`config.mk`:
```
export PLATFORM = sky130hd
export DESIGN_NAME = sys_fir_chain
export DESIGN_NICKNAME = d
export VERILOG_FILES = /design/src/rtl/sys_fir_pkg.sv /design/src/rtl/sys_fir_tap_line.sv /design/src/rtl/sys_fir_stage.sv /design/src/rtl/sys_fir_valid_pipe.sv /design/src/rtl/sys_fir_chain.sv
export SDC_FILE = /design/constraint.sdc
export NUM_CORES = 2
export LEC_CHECK = 0
export ABC_AREA = 1
export CORE_UTILIZATION = 54
export CTS_CLUSTER_DIAMETER = 50
export DETAILED_ROUTE_END_ITERATION = 8
export DONT_BUFFER_PORTS = 1
export GPL_TIMING_DRIVEN = 0
export PLACE_DENSITY = 0.69
export SYNTH_ARGS = -nofsm -noshare
export SYNTH_HDL_FRONTEND = slang
export SYNTH_SLANG_ARGS = --single-unit
```
`constraint.sdc`:
```
create_clock -name clk -period 6.49 [get_ports clk]
set_input_delay 0.649 -clock clk [delete_from_list [all_inputs] [get_ports clk]]
set_output_delay 0.649 -clock clk [all_outputs]
set_load 0.05 [all_outputs]
```
`src/rtl/sys_fir_pkg.sv`:
```
package sys_fir_pkg;
  localparam int SAMPLE_W = 18;
  localparam int SUM_W    = 44;
  localparam int PROD_W   = 2 * SAMPLE_W;

  typedef logic signed [SAMPLE_W-1:0] sample_t;
  typedef logic signed [PROD_W-1:0]   prod_t;
  typedef logic signed [SUM_W-1:0]    sum_t;
endpackage

```
`src/rtl/sys_fir_tap_line.sv`:
```
module sys_fir_tap_line
  import sys_fir_pkg::*;
#(
  parameter int NUM_MULT = 4
) (
  input  logic    clk,
  input  logic    rst,
  input  logic    adv,
  input  sample_t din,
  output sample_t taps [NUM_MULT]
);
  // two registers per stage after the first: one for the tap, one systolic
  localparam int CHAIN_LEN = 2 * NUM_MULT - 1;

  sample_t chain_q [CHAIN_LEN];

  always_ff @(posedge clk) begin
    if (rst)      chain_q[0] <= '0;
    else if (adv) chain_q[0] <= din;
  end

  for (genvar i = 1; i < CHAIN_LEN; i++) begin : g_link
    always_ff @(posedge clk) begin
      if (rst)      chain_q[i] <= '0;
      else if (adv) chain_q[i] <= chain_q[i-1];
    end
  end

  for (genvar k = 0; k < NUM_MULT; k++) begin : g_tap
    assign taps[k] = chain_q[2*k];
  end
endmodule

```
`src/rtl/sys_fir_stage.sv`:
```
module sys_fir_stage
  import sys_fir_pkg::*;
(
  input  logic    clk,
  input  logic    rst,
  input  logic    adv,
  input  sample_t x,
  input  sample_t c,
  input  sum_t    ps_in,
  output sum_t    ps_out
);
  prod_t prod_q;
  sum_t  prod_ext;
  sum_t  sum_nxt;
  sum_t  ps_q;

  assign prod_ext = sum_t'(prod_q);
  assign sum_nxt  = ps_in + prod_ext;

  always_ff @(posedge clk) begin
    if (rst) begin
      prod_q <= '0;
      ps_q   <= '0;
    end else if (adv) begin
      prod_q <= prod_t'(x) * prod_t'(c);
      ps_q   <= sum_nxt;
    end
  end

  assign ps_out = ps_q;

  AST_NO_OVERFLOW: assert property (@(posedge clk) disable iff (rst)
    (adv && (ps_in[SUM_W-1] == prod_ext[SUM_W-1])) |-> (sum_nxt[SUM_W-1] == ps_in[SUM_W-1]));
endmodule

```
`src/rtl/sys_fir_valid_pipe.sv`:
```
module sys_fir_valid_pipe #(
  parameter int DEPTH = 6
) (
  input  logic clk,
  input  logic rst,
  input  logic adv,
  input  logic v_in,
  output logic v_out
);
  logic [DEPTH-1:0] v_q;

  always_ff @(posedge clk) begin
    if (rst)      v_q <= '0;
    else if (adv) v_q <= {v_q[DEPTH-2:0], v_in};
  end

  assign v_out = v_q[DEPTH-1];
endmodule

```
`src/rtl/sys_fir_chain.sv`:
```
module sys_fir_chain
  import sys_fir_pkg::*;
#(
  parameter int NUM_MULT = 4
) (
  input  logic                         clk,
  input  logic                         rst,
  input  logic                         in_valid,
  output logic                         in_ready,
  input  logic [SAMPLE_W-1:0]          in_data,
  input  logic [NUM_MULT*SAMPLE_W-1:0] coef,
  input  logic [SUM_W-1:0]             cascade_in,
  output logic                         out_valid,
  input  logic                         out_ready,
  output logic [SUM_W-1:0]             chain_out
);
  // tap register + product register + sum registers along the chain
  localparam int VALID_DEPTH = NUM_MULT + 2;

  if (NUM_MULT != 2 && NUM_MULT != 4) begin : g_bad_cfg
    $error("sys_fir_chain: NUM_MULT must be 2 or 4");
  end

  logic    adv;
  sample_t din;
  sample_t taps  [NUM_MULT];
  sample_t coefs [NUM_MULT];
  sum_t    ps    [NUM_MULT+1];

  assign adv      = !(out_valid && !out_ready);
  assign in_ready = adv;
  assign din      = in_valid ? sample_t'(in_data) : '0;
  assign ps[0]    = sum_t'(cascade_in);

  sys_fir_tap_line #(.NUM_MULT(NUM_MULT)) i_taps (
    .clk (clk),
    .rst (rst),
    .adv (adv),
    .din (din),
    .taps(taps)
  );

  for (genvar k = 0; k < NUM_MULT; k++) begin : g_stage
    assign coefs[k] = sample_t'(coef[k*SAMPLE_W +: SAMPLE_W]);

    sys_fir_stage i_stage (
      .clk   (clk),
      .rst   (rst),
      .adv   (adv),
      .x     (taps[k]),
      .c     (coefs[k]),
      .ps_in (ps[k]),
      .ps_out(ps[k+1])
    );
  end

  sys_fir_valid_pipe #(.DEPTH(VALID_DEPTH)) i_vpipe (
    .clk  (clk),
    .rst  (rst),
    .adv  (adv),
    .v_in (in_valid),
    .v_out(out_valid)
  );

  assign chain_out = ps[NUM_MULT];

  AST_CASCADE_ZERO: assert property (@(posedge clk) disable iff (rst)
    cascade_in == '0);

  AST_STALL_HOLD: assert property (@(posedge clk) disable iff (rst)
    (out_valid && !out_ready) |=> (out_valid && $stable(chain_out)));

  AST_RESET_CLEAR: assert property (@(posedge clk)
    rst |=> (!out_valid && chain_out == '0 && in_ready));
endmodule

```
# Word-level counts from Yosys, hierarchy flattened
# Memories as Yosys holds them, arrays and structs flattened.
# Cells that the tools add are included.
[classes]
mux = 13
add_sub_neg = 4
reduce_logical = 3
mul = 4
n_bitwise = 7
[ops]
columns = ["op", "count"]
rows = [
  ["adder 44 x 36 -> 44 bit", 4],
  ["multiplier 18 x 18 -> 36 bit", 4],
  ["two-way mux 18 bit", 8],
  ["OR 1 bit", 7],
  ["two-way mux 1 bit", 5],
  ["logical NOT 1 bit", 2],
  ["logical AND 1 bit", 1],
]
[totals]
ramBits = 126
elab_cells = 41
n_memories = 1
in_bits = 138
reg_bits = 326
output_inout_bits = 46
[memory_table]
columns = ["memory", "depth", "word_bits", "rd", "rd_ports_with_merged_regs", "wr", "line", "source"]
rows = [
  ["i_taps.chain_q", 7, 18, 7, 0, 7, "sys_fir_tap_line.sv:15", "sample_t chain_q [CHAIN_LEN];"],
]

# Depth between registers and ports, before layout
[depth]
word_depth = 6
ltp_mapped = 31
depth_no_buf = 29

# By module
# Synthesis repeated with hierarchy kept, for this count alone.
[hier_totals]
cells_unflattened = 12615
area_unflattened_um2 = 85783.5
[modules_own_cells]
columns = ["module", "cells_per_inst", "area_per_inst_um2", "instances", "seq_area_each_um2"]
rows = [
  ["sys_fir_stage (g_stage[0].i_stage)", 3046, 20205.6, 1, 1601.5],
  ["sys_fir_stage (g_stage[2].i_stage)", 3032, 20150.6, 1, 1601.5],
  ["sys_fir_stage (g_stage[1].i_stage)", 3033, 20096.8, 1, 1601.5],
  ["sys_fir_stage (g_stage[3].i_stage)", 3032, 20068.0, 1, 1601.5],
  ["sys_fir_tap_line", 394, 4838.4, 1, 3783.6],
  ["sys_fir_valid_pipe", 38, 247.7, 1, 120.1],
  ["sys_fir_chain", 40, 176.4, 1, 0.0],
]

# Worst setup path before layout
# OpenSTA, ideal clock, no wires.
[synth_timing]
path_kind = "input to register"
from = "input port coef[22]"
to = "register g_stage[1].i_stage.prod_q[33]"
cell_stages = 20
arrival_ps = 5933
slack_ps = 443
setup_time_ps = 114
path_buffers = 2
required_time_ps = 6376
path_cell_list = "clkbuf_1 -> clkbuf_1 -> nand2_1 -> fa_1 -> inv_1 -> fa_1 -> inv_1 -> fa_1 -> fa_1 -> fa_1 -> fa_1 -> inv_1 -> ha_1 -> nand2_1 -> nor4_1 -> a21oi_1 -> nand2_1 -> nand2_1 -> nand3_1 -> nand2_1"
[synth_between]
elab_chain_cells = 1
[synth_rtl]
columns = ["item", "line", "source"]
rows = [
  ["start: declaration", "sys_fir_chain.sv:11", "input logic [NUM_MULT*SAMPLE_W-1:0] coef,"],
  ["multiplier 18 x 18 -> 36 bit", "sys_fir_stage.sv:25", "prod_q <= prod_t'(x) * prod_t'(c);"],
  ["end signal: assignment", "sys_fir_stage.sv:25", ""],
  ["end: declaration", "sys_fir_stage.sv:12", "prod_t prod_q;"],
]
# Every way passes these cells.
# A chain may end at the register's enable or synchronous reset.

# Worst setup path in the final report
[layout_timing]
from = "input port coef[51]"
to = "register g_stage[2].i_stage.prod_q[35]"
[layout_between]
elab_chain_cells = 1
[layout_rtl]
columns = ["item", "line"]
rows = [
  ["multiplier 18 x 18 -> 36 bit", "sys_fir_stage.sv:25"],
  ["end signal: assignment", "sys_fir_stage.sv:25"],
  ["end: declaration", "sys_fir_stage.sv:12"],
]
# Every way passes these cells.

==> results.yml <==
route:
  initialDrtViolationCount: 5264
  vias: 72400
  drc: 0
  postRouteAntennaNets: 0
  drt_first_pass_iters: 6
  vias_per_cell: 5.16
  totalWireLength_um: 277000
  post_drt_wl_per_cell_um: 19.7
global_route:
  use_met1: 0.443
  grt_pass1_vias: 74200
  grt_usage: 0.367
  overflow: 0
  antenna_found_initial: 12
  use_met2: 0.633
  grt_start_max_net_pins: 65
  grt_first_pass_wirelength_um: 426000
  grt_use_met3: 0.0590
  grt_busiest_layer: "met2"
floorplanning:
  start_util: 0.547
  io_pins: 184
  die_w_um: 392
  fp-row-count: 142
  dieHeight_um: 392
  dieArea_um2: 154000
  core_area_um2: 150000
hold_path:
  holdPathEnd: "i_vpipe.v_q[5]"
  holdPathStages: 1
  hold_path_class: "input port to flip-flop"
  min-delay-start: "rst"
synth:
  syn_nets: 13800
  syn_inst: 11800
  synth.distinct_cells: 44
  synth_seq_cells: 452
  seq_area_frac_synth: 0.125
  syn_area_um2: 82300
  synth_edf_count: 126
  synth_top_flop_cell: "dfxtp_1"
  synth_area_per_cell_um2: 6.94
  async_reset_ff_frac: 0
  yosys_warnings: 0
sta:
  whs_ns: 0.0436
  rsz0062_at_grt: "true"
  period_needed_ns: 6.30
  fmax_ghz: 0.159
  hold_viol: 0
  maxSlewHeadroom: 0.123
  finClkSkew_ns: 0.0273
  worst_slack_ns: 0.194
  tightest_slew_ns: 1.32
  timing.final.crit_share: 0.970
  finalSetupViolCount: 0
  maxSlewViolCount: 0
worst_setup_path:
  startpoint_type: "input port"
  worstReg2RegStart: "i_taps.chain_q[2][6]"
  reg2reg_depth: 23
  endpoint_kind: "flip-flop"
  r2r_slack_ns: 0.21
  required_ns: 7.05
  reg2reg_to: "g_stage[2].i_stage.prod_q[35]"
  worstPathMaxFanout: 10
  crit_type: "input port to flip-flop"
  arrival_ns: 6.86
power:
  cellPowerDensity_nw_per_um2: 200
  p_leak_uw: 0.0522
  ir_drop_mv: 0.242
layout:
  fin_cells: 14000
  layout-drive-gt1-share: 0.0550
  syn_to_final_growth_pct: 6.91
  seq_area_um2: 10300
  multi_input_area_um2: 58300
  utilization: 0.584
  fin_area_um2: 87900
  finalNetCount: 14000
  fillCellCount: 14700
placed_design:
  dp_hpwl_um: 237000
  dpl_cell_area_um2: 84800
  portBuffers: 0
  dp.cells: 13900
  gp_congestion: 1.00
  dp_slack_ns: -1.01
run_status:
  outcome: "finished clean"
clock_network:
  ctsHtreeMaxLevel: 2
  clock-sinks: 452
  cts_tree: "built"
  clock_path_buffers: 3
  numCtsBuffers: 60
  cts-root-buf: "clkbuf_16"
  clk_pin_slew_ns: 0.06
  clk_latency_ns: 0.68
run:
  cap_violations: 0
[per-layer routing]
layer	part of all wire	wire length, um	vias up
met3	0.071	19700	633
li1	-	-	34400
met4	0.057	15800	16
met1	0.39	107000	34800
met5	0.00034	95	-
met2	0.48	134000	2572
[synth_stat cells, types with 11 or more instances]
cell      number  share of area
edfxtp_1     126          0.046
xnor2_1       20         0.0021
fa_1        1320           0.32
nor2_1       631          0.029
nor2_4        11         0.0015
or2_2         16         0.0012
o21bai_1      22         0.0020
a22o_1        23         0.0024
buf_2         58         0.0035
nand2_1     3882           0.18
inv_1       3222           0.15
o21ai_1       65         0.0040
nor2_2        81         0.0062
buf_1         41         0.0019
ha_1         544          0.083
clkbuf_1     268          0.012
xor2_1        23         0.0024
dfxtp_1      326          0.079
a21oi_1      293          0.018
nand3b_1      43         0.0039
nand2_2       50         0.0038
a32o_1        13         0.0016
o21ai_0      169          0.010
nand3_2       16         0.0019
nor3_1        20         0.0012
nand4_1       70         0.0053
nor3_2        29         0.0035
nand3_1      382          0.023
inv_2         36         0.0016
[metrics by stage]
step / TNS (ns) / power (uW)
final: 0 / 17600
after global routing: -0.0362 / 19000
after floorplan: 0 / 10800
after CTS: 0 / 17500
after global placement: -180.83 / 13700
after detailed placement: -41.36 / 13900
[where the power goes]
part	internal (uW)	switching [uW]
clock	2130	1470
combinational	3190	6590
sequential	3440	782
[placed cells by master (no fill, tap or decap), types with 36 or more instances in the layout]
cell	Yosys	final
dfxtp_1	326	326
clkbuf_1	268	109
a21oi_1	293	293
fa_1	1320	1316
inv_1	3222	3220
nor2_2	81	83
o21ai_1	65	65
nand2_2	50	50
nand4_1	70	70
inv_2	36	36
edfxtp_1	126	126
nand2_1	3882	3882
o21ai_0	169	169
nor2_1	631	629
clkbuf_16	0	61
nand3_1	382	379
buf_4	0	104
buf_2	58	78
clkbuf_2	0	96
nand3b_1	43	43
ha_1	544	540
[cell type report]
| class | instances | area share |
|---|---|---|
| inverter | 3263 | 0.139 |
| clock buffer | 71 | 0.0181 |
| antenna | 7 | 0.000199 |
| multi-input combinational | 7764 | 0.663 |
| clock inverter | 43 | 0.00676 |
| tap | 2016 | 0.0287 |
| timing repair buffer | 114 | 0.0112 |
| sequential | 452 | 0.117 |
| buffer | 296 | 0.0153 |
[worst max path at each step]
stage	from	endpoint	slack (ns)
floorplan	coef[22]	g_stage[1].i_stage.prod_q[33]	0.44
global placement	out_ready	i_taps.chain_q[0][16]	-1.12
detailed placement	coef[22]	g_stage[1].i_stage.prod_q[35]	-1.01
CTS	i_taps.chain_q[0][10]	g_stage[0].i_stage.prod_q[30]	0.002
global route	i_taps.chain_q[1][17]	g_stage[1].i_stage.prod_q[35]	-0.03
finish	coef[51]	g_stage[2].i_stage.prod_q[35]	0.19
[critical path, stage by stage]
cell and delay (ns):
clkbuf_1 0.50, clkbuf_1 0.58, nand2_1 0.18, fa_1 0.54
fa_1 0.49, inv_1 0.05, fa_1 0.50, fa_1 0.44
fa_1 0.50, inv_1 0.06, fa_1 0.57, inv_1 0.08
ha_1 0.42, nand2_1 0.12, o21ai_1 0.33, nor2_1 0.09
nand2_1 0.25, nand2_1 0.09, nand2_1 0.12, nand2_1 0.08
nand3_2 0.15, nand2_1 0.06
[cells by family (layout without fill, tap and decap cells)]
group	count (synthesis)	after routing	share of synthesized area
compound gates	608	608	0.0402
xor+xnor	43	43	0.00458
fa+ha+maj	1864	1864	0.404
buf+inv	3630	3787	0.167
flops	452	452	0.125
other cells	0	7	0
simple gates	5249	5249	0.259
[flip-flops by register name, summed over array words and instances, names as in the netlist]
signal,flops
g_stage.i_stage.ps_out,176
g_stage.i_stage.prod_q,144
i_taps.chain_q,126
i_vpipe.v_q,6
[timing repair]
item                                    4_1_cts  5_1_grt
pin swaps                                     0        2
resized for setup                            67      119
buffers inserted                             30       82
endpoints found under the setup margin       81       66
hold buffers                                  0        0
hold endpoints to repair                      0        0
(Power assumes the default switching activity.)
